### src/rtl/tsc_pkg.sv
package tsc_pkg;
  localparam int unsigned TS_W    = 64;
  localparam int unsigned ADDR_W  = 3;

  typedef enum logic [ADDR_W-1:0] {
    SEL_RATIO    = 3'd0,
    SEL_ADJUST   = 3'd1,
    SEL_VOFFSET  = 3'd2,
    SEL_DEADLINE = 3'd3,
    SEL_TSTAMP   = 3'd4,
    SEL_REFCNT   = 3'd5
  } reg_sel_e;
endpackage

### src/rtl/tsc_refcnt.sv
module tsc_refcnt #(
  parameter int unsigned CNT_W = 64
) (
  input  logic             clk_i,
  input  logic             rst_ni,
  input  logic             tick_i,
  output logic [CNT_W-1:0] cnt_o
);
  always_ff @(posedge clk_i or negedge rst_ni) begin
    if (!rst_ni)     cnt_o <= '0;
    else if (tick_i) cnt_o <= cnt_o + 1'b1;
  end

  a_r2_hold_no_tick: assert property (@(posedge clk_i) disable iff (!rst_ni)
    !tick_i |=> $stable(cnt_o));
  a_r2_step_one: assert property (@(posedge clk_i) disable iff (!rst_ni)
    tick_i |=> (cnt_o == $past(cnt_o) + 1'b1));
endmodule

### src/rtl/tsc_offset_regs.sv
module tsc_offset_regs
  import tsc_pkg::*;
#(
  parameter int unsigned RATIO_W   = 32,
  parameter logic [RATIO_W-1:0] RATIO_RST = 1
) (
  input  logic               clk_i,
  input  logic               rst_ni,
  input  logic               we_i,
  input  reg_sel_e           sel_i,
  input  logic [TS_W-1:0]    wdata_i,
  output logic [RATIO_W-1:0] ratio_o,
  output logic [TS_W-1:0]    adjust_o,
  output logic [TS_W-1:0]    voffset_o,
  output logic [TS_W-1:0]    offset_o
);
  always_ff @(posedge clk_i or negedge rst_ni) begin
    if (!rst_ni) begin
      ratio_o   <= RATIO_RST;
      adjust_o  <= '0;
      voffset_o <= '0;
    end else if (we_i) begin
      unique case (sel_i)
        SEL_RATIO:   ratio_o   <= wdata_i[RATIO_W-1:0];
        SEL_ADJUST:  adjust_o  <= wdata_i;
        SEL_VOFFSET: voffset_o <= wdata_i;
        default: ;
      endcase
    end
  end

  // two's-complement sum, wraps modulo 2^TS_W
  assign offset_o = adjust_o + voffset_o;
endmodule

### src/rtl/tsc_deadline.sv
module tsc_deadline
  import tsc_pkg::*;
(
  input  logic            clk_i,
  input  logic            rst_ni,
  input  logic            wr_i,
  input  logic [TS_W-1:0] target_i,
  input  logic [TS_W-1:0] ts_i,
  output logic [TS_W-1:0] target_o,
  output logic            irq_o
);
  logic armed_q;
  logic hit;

  assign hit = armed_q && (ts_i >= target_o);

  always_ff @(posedge clk_i or negedge rst_ni) begin
    if (!rst_ni) begin
      target_o <= '0;
      armed_q  <= 1'b0;
      irq_o    <= 1'b0;
    end else begin
      irq_o <= hit;
      if (wr_i) begin
        target_o <= target_i;
        armed_q  <= (target_i != '0);
      end else if (hit) begin
        armed_q  <= 1'b0;
      end
    end
  end

  a_r7_single_pulse: assert property (@(posedge clk_i) disable iff (!rst_ni)
    irq_o && !$past(wr_i) |=> !irq_o);
  a_r7_disarm_on_fire: assert property (@(posedge clk_i) disable iff (!rst_ni)
    irq_o && !$past(wr_i) |-> !armed_q);
  a_r8_zero_disarms: assert property (@(posedge clk_i) disable iff (!rst_ni)
    (wr_i && target_i == '0) |=> !armed_q);
  a_r8_no_fire_disarmed: assert property (@(posedge clk_i) disable iff (!rst_ni)
    !armed_q |=> !irq_o);
endmodule

### src/rtl/tsc_core.sv
module tsc_core
  import tsc_pkg::*;
#(
  parameter int unsigned RATIO_W = 32
) (
  input  logic              clk_i,
  input  logic              rst_ni,
  input  logic              ref_tick_i,
  input  logic              lowpwr_i,
  input  logic              reg_we_i,
  input  logic [ADDR_W-1:0] reg_addr_i,
  input  logic [TS_W-1:0]   reg_wdata_i,
  output logic [TS_W-1:0]   reg_rdata_o,
  output logic              irq_o
);
  localparam logic [RATIO_W-1:0] RatioRst = RATIO_W'(1);

  reg_sel_e           sel;
  logic [TS_W-1:0]    ref_cnt;
  logic [RATIO_W-1:0] ratio;
  logic [TS_W-1:0]    adjust, voffset, offset, target, tstamp;
  logic               cfg_wr;

  assign sel = reg_sel_e'(reg_addr_i);

  // low-power state intentionally does not gate the reference count
  tsc_refcnt #(.CNT_W(TS_W)) u_refcnt (
    .clk_i  (clk_i),
    .rst_ni (rst_ni),
    .tick_i (ref_tick_i),
    .cnt_o  (ref_cnt)
  );

  tsc_offset_regs #(.RATIO_W(RATIO_W), .RATIO_RST(RatioRst)) u_regs (
    .clk_i     (clk_i),
    .rst_ni    (rst_ni),
    .we_i      (reg_we_i),
    .sel_i     (sel),
    .wdata_i   (reg_wdata_i),
    .ratio_o   (ratio),
    .adjust_o  (adjust),
    .voffset_o (voffset),
    .offset_o  (offset)
  );

  assign tstamp = ref_cnt * TS_W'(ratio) + offset;

  tsc_deadline u_deadline (
    .clk_i    (clk_i),
    .rst_ni   (rst_ni),
    .wr_i     (reg_we_i && sel == SEL_DEADLINE),
    .target_i (reg_wdata_i),
    .ts_i     (tstamp),
    .target_o (target),
    .irq_o    (irq_o)
  );

  always_comb begin
    unique case (sel)
      SEL_RATIO:    reg_rdata_o = TS_W'(ratio);
      SEL_ADJUST:   reg_rdata_o = adjust;
      SEL_VOFFSET:  reg_rdata_o = voffset;
      SEL_DEADLINE: reg_rdata_o = target;
      SEL_TSTAMP:   reg_rdata_o = tstamp;
      SEL_REFCNT:   reg_rdata_o = ref_cnt;
      default:      reg_rdata_o = '0;
    endcase
  end

  assign cfg_wr = reg_we_i &&
                  (sel == SEL_RATIO || sel == SEL_ADJUST || sel == SEL_VOFFSET);

  a_r5_ts_monotonic: assert property (@(posedge clk_i) disable iff (!rst_ni)
    !cfg_wr |=> tstamp >= $past(tstamp));
  a_r3_lowpwr_counts: assert property (@(posedge clk_i) disable iff (!rst_ni)
    (lowpwr_i && ref_tick_i) |=> ref_cnt != $past(ref_cnt));
endmodule

### config.mk
export PLATFORM = sky130hd
export DESIGN_NAME = tsc_core
export DESIGN_NICKNAME = d
export VERILOG_FILES = /design/src/rtl/tsc_pkg.sv /design/src/rtl/tsc_refcnt.sv /design/src/rtl/tsc_offset_regs.sv /design/src/rtl/tsc_deadline.sv /design/src/rtl/tsc_core.sv
export SDC_FILE = /design/constraint.sdc
export NUM_CORES = 2
export LEC_CHECK = 0
export CAP_MARGIN = 25
export CORE_MARGIN = 2
export CORE_UTILIZATION = 60
export DETAILED_ROUTE_END_ITERATION = 12
export DONT_BUFFER_PORTS = 1
export GPL_ROUTABILITY_DRIVEN = 1
export GPL_TIMING_DRIVEN = 0
export PLACE_DENSITY_LB_ADDON = 0.2
export SYNTH_ARGS = -nofsm -noshare
export SYNTH_HDL_FRONTEND = slang
export SYNTH_SLANG_ARGS = --single-unit
### constraint.sdc
create_clock -name clk_i -period 13.5 [get_ports clk_i]
set_clock_uncertainty 0.15 [all_clocks]
set_input_delay 2.025 -clock clk_i [delete_from_list [all_inputs] [get_ports clk_i]]
set_output_delay 2.025 -clock clk_i [all_outputs]
set_load 0.005 [all_outputs]
### Word-level counts from Yosys, hierarchy flattened

Cells that the tools add are included.

* multiplexer cells: 3
* equal/unequal tests: 5
* add/subtract/negate cells: 3
* multipliers: 1
* reduce and logical (&&, ||, !) cells: 8
* magnitude comparators: 1

Operators with widths (number)
* $pmux W64 S6: 1
* $add A64 B64 Y64: 2
* $add A64 B1 Y64 const B: 1
* $ge A64 B64 Y1: 1
* $mul A64 B32 Y64: 1
* $reduce_bool A64 Y1: 1
* $eq A3 B2 Y1 const B: 2
* $eq A3 B3 Y1 const B: 2
* $reduce_and A2 Y1: 3
* $eq A3 B1 Y1 const B: 1
* $logic_not A3 Y1: 1
* $logic_and A1 B1 Y1: 2
* $mux W1: 2
* $reduce_bool A2 Y1: 1

* output and inout port bits: 65
* register bits: 290
* input port bits: 72

### Logic depth before layout (Yosys ltp)

* word-level depth: 6
* depth in mapped cells: 43
* depth with buffers taken out: 40

### By module

From an unflattened synthesis, not the netlist that was laid out.

* cell total of the unflattened synthesis: 7206
* area total of the unflattened synthesis: 66396.2 µm²

By module, submodules not included
* tsc_core: times used 1, cells an instance 5568, area an instance 49396.1 µm²
* tsc_offset_regs: times used 1, cells an instance 892, area an instance 9885.7 µm²
* tsc_deadline: times used 1, cells an instance 454, area an instance 4025.1 µm²
* tsc_refcnt: times used 1, cells an instance 292, area an instance 3089.2 µm²

### Worst setup path after synthesis

No wires, ideal clock.

* kind: flip-flop to output port
* from: register u_regs.ratio_o[0]
* to: output reg_rdata_o[63]
* cell stages (with the launch flop): 32
* arrival: 7943 ps
* setup slack: 3382 ps
* cell sequence: dfstp_2 clkbuf_1 clkbuf_1 nand2_1 fa_1 fa_1 inv_1 fa_1 inv_1 fa_1 inv_1 fa_1 inv_1 fa_1 inv_1 fa_1 inv_1 fa_1 inv_1 ha_1 buf_2 a21oi_1 a21boi_0 o221ai_1 a211oi_2 a211oi_1 nor3_1 nor4_1 or3_1 xnor2_1 a221o_1 and2_1

* word-level cells in the longest chain between the ends: 3

RTL lines
* from (decl): line tsc_offset_regs.sv:12 `output logic [RATIO_W-1:0] ratio_o,`
* from (signal assigned): line tsc_offset_regs.sv:24 `SEL_RATIO: ratio_o <= wdata_i[RATIO_W-1:0];`
* $mul A64 B32 Y64: line tsc_core.sv:46 `assign tstamp = ref_cnt * TS_W'(ratio) + offset;`
* $add A64 B64 Y64: line tsc_core.sv:46
* $pmux W64 S6: line tsc_core.sv:59 `unique case (sel)`
* to (decl): line tsc_core.sv:13 `output logic [TS_W-1:0] reg_rdata_o,`

No other way between the ends.

### Worst setup path after layout

* from: register u_regs.ratio_o[5]
* to: output reg_rdata_o[63]

The elaborated chain is that of the path after synthesis.

==> flow_metrics.env <==
export IMPL_drive_above_1_share_pct=4.48
export IMPL_vias=53100
export IMPL_cts_sinks=290
export IMPL_cp_end_kind="primary output"
export IMPL_rsz0062_at_grt="no"
export IMPL_globalplace_congestion=1.06
export IMPL_ys_ff_latch=290
export IMPL_die_y_um=331
export IMPL_min_period_ns=13.43
export IMPL_antenna_found_initial=20
export IMPL_start_util_pct=60.3
export IMPL_fmax_ghz=0.0745
export IMPL_synth_seq_area_share_pct=11.3
export IMPL_whs_ns=0.357
export IMPL_status="completed"
export IMPL_hold_path_end="u_deadline.target_o[26]$_DFFE_PN0P_"
export IMPL_slew_violations=0
export IMPL_wire_per_inst_um=32.3
export IMPL_timing_rr_end="u_deadline.irq_o$_DFF_PN0_"
export IMPL_synth_cell_area_um2=64200
export IMPL_dp_slack_ns=0.00787
export IMPL_grt_max_degree=291
export IMPL_grt_util_all_layers_pct=51.4
export IMPL_cts_made_buffers=29
export IMPL_drc=0
export IMPL_vias_per_cell=6.23
export IMPL_slew_headroom_pct=16.2
export IMPL_area_delta_synth_final_pct=6.18
export IMPL_hp_start="u_deadline.target_o[26]$_DFFE_PN0P_"
export IMPL_timing_final_ws_setup_ns=0.0709
export IMPL_crit_path_max_fanout=11
export IMPL_critPathLaunchType="register"
export IMPL_clockBufferDepth=3
export IMPL_io_pins=137
export IMPL_h_tree_depth=1
export IMPL_synth_cell_type_count=74
export IMPL_dp_hpwl_um=233000
export IMPL_ys_warnings_count=0
export IMPL_worstSetupPathType="register to primary output"
export IMPL_drv_cap=0
export IMPL_numPlacedInstances=8435
export IMPL_yosys_top_cells_area="fa_1 46%, dfrtp_1 11%, inv_1 9.2%"
export IMPL_drt_iter0_drc=6643
export IMPL_period_share_pct=99.5
export IMPL_ant_nets=0
export IMPL_final_common_cell="inv_1"
export IMPL_reg2regPathDepth=34
export IMPL_synth_top_cell_area_share_pct=46.5
export IMPL_worst_hold_path_type="register to register"
export IMPL_synth_edf_count=0
export IMPL_hold_viol=0
export IMPL_clkTransAtPathRegs_ns=0.08
export IMPL_die_area_um2=110000
export IMPL_postSynth_asyncResetShare_pct=100
export IMPL_layout_common_cells="1573 x inv_1, 1491 x fa_1, 1301 x nand2_1"
export IMPL_syn_nets=8777
export IMPL_syn_avg_cell_area_um2=9.20
export IMPL_coreArea_um2=107000
export IMPL_die_x_um=331
export IMPL_r2r_start="u_regs.ratio_o[5]$_DFFE_PN0P_"
export IMPL_yosys_most_used_dff="dfrtp_1"
export IMPL_totalWireLength_um=275000
export IMPL_final_setup_viol_count=0
export IMPL_hold_path_depth=1
export IMPL_cp_arrival_ns=11.25
export IMPL_root_buffer="clkbuf_16"
export IMPL_fin_cells=8529
export IMPL_dr_pass1_iters=9
export IMPL_grt_pass1_wl_um=387000
export IMPL_rrSetupSlack_ns=0.20
export IMPL_yosysTopAreaCell="fa_1"
export IMPL_synth_cells=6984
export IMPL_nets=8874
export IMPL_first_global_vias=53800
export IMPL_clk_latency_ns=0.63
export IMPL_crit_required_ns=11.32
export IMPL_grt_overflow=0
export IMPL_cts_tree="yes"
export IMPL_worst_pin_slew_ns=1.26
export IMPL_numPortBuffers=0
export IMPL_placementRows=120
## state kept, by name (all words and copies together), names as in the netlist
register	count
u_regs.adjust_o	64
u_regs.ratio_o	32
u_refcnt.cnt_o	64
u_regs.voffset_o	64
u_deadline.irq_o	1
u_deadline.target_o	64
u_deadline.armed_q	1
## worst max-delay path: stages (launching register included)
cell and delay, ns:
dfrtp_1 0.32, clkbuf_1 0.77, clkbuf_4 0.69, clkbuf_1 0.58, nand2_1 0.18, fa_1 0.58
inv_1 0.06, fa_1 0.52, inv_1 0.06, fa_1 0.50, inv_1 0.09, fa_1 0.48
fa_1 0.54, fa_1 0.60, fa_1 0.58, fa_1 0.42, ha_1 0.37, a21o_1 0.20
a21oi_1 0.15, nor2_1 0.08, o41ai_1 0.49, a21oi_1 0.13, nor3_1 0.60, nor4_1 0.15
or3_1 0.44, xnor2_1 0.59, a221o_1 0.23, and2_1 0.19
## layout make-up
class	instances	area, µm²
diodes	24	60.1
clock inverters	13	234
well taps	1403	1760
multi-input cells	4669	49400
fillers	9196	38400
inverters	1574	5910
flip-flops and latches	290	7260
clock buffers	39	833
repair buffers	67	1060
plain buffers	450	1740
## stage by stage
stage | utilization (%) | instance area, µm² | setup TNS, ns
after floorplan | - | 64200 | 0
after global placement | 61.9 | 66000 | -0.684
after detailed placement | 62.6 | 66800 | 0
after CTS | 63.6 | 67800 | 0
after global routing | 63.9 | 68100 | 0
final | 64.0 | 68200 | 0
## timing repair
item                                    in CTS  in global routing
buffers inserted                             0                  0
resized for setup                            0                 21
gates cloned                                 0                  0
hold buffers                                 0                  0
endpoints found under the setup margin       2                  4
## per-layer routing
layer	track usage [%]	routed length, µm
met1	62.5	92500
met2	72.1	113000
met4	39.9	28500
met5	1.26	398
met3	21.6	41000
## worst max-delay path by stage
stage                                         startpoint                    endpoint  slack, ns  cells after the start
after CTS                  u_regs.ratio_o[1]$_DFFE_PN0P_             reg_rdata_o[63]       0.13                     31
after global routing      u_refcnt.cnt_o[17]$_DFFE_PN0P_             reg_rdata_o[63]      0.009                     31
after floorplan            u_regs.ratio_o[0]$_DFFE_PN1P_             reg_rdata_o[63]       3.38                     31
after detailed placement   u_regs.ratio_o[8]$_DFFE_PN0P_  u_deadline.irq_o$_DFF_PN0_      0.008                     37
final                      u_regs.ratio_o[5]$_DFFE_PN0P_             reg_rdata_o[63]       0.07                     27
after global placement     u_regs.ratio_o[9]$_DFFE_PN0P_  u_deadline.irq_o$_DFF_PN0_      -0.40                     33
## cells in the mapped netlist, types with 11 or more instances
library cell and instances:
dfrtp_1 289, mux2i_1 76, xnor2_1 140, nand2_1 1301, o22ai_1 34, a21oi_1 105
buf_2 15, mux2_2 139, ha_1 230, and3_1 16, and2_1 473, nor2_1 92
nand4_1 45, mux4_2 12, nand3_1 35, o221ai_1 14, nor4_1 22, o21bai_1 17
a221o_1 12, inv_1 1573, nor3_1 21, clkbuf_1 396, fa_1 1491, a21o_1 60
o21ai_0 149, nand2b_1 11, xor2_1 47, buf_1 37, a22oi_1 28
## cell families after synthesis
logic type | Yosys count | synth area share, %
XOR/XNOR | 187 | 2.55
flip-flops | 290 | 11.3
AND/OR/NAND/NOR | 2049 | 14.5
AO/OA/AOI/OAI | 485 | 4.80
buffers and inverters | 2025 | 11.9
multiplexers | 227 | 4.04
adder cells (fa/ha/maj) | 1721 | 51.0
Power is left out: the tool's default activity adds up to more than one toggle a clock period on the data nets, which glitch-free logic cannot reach.
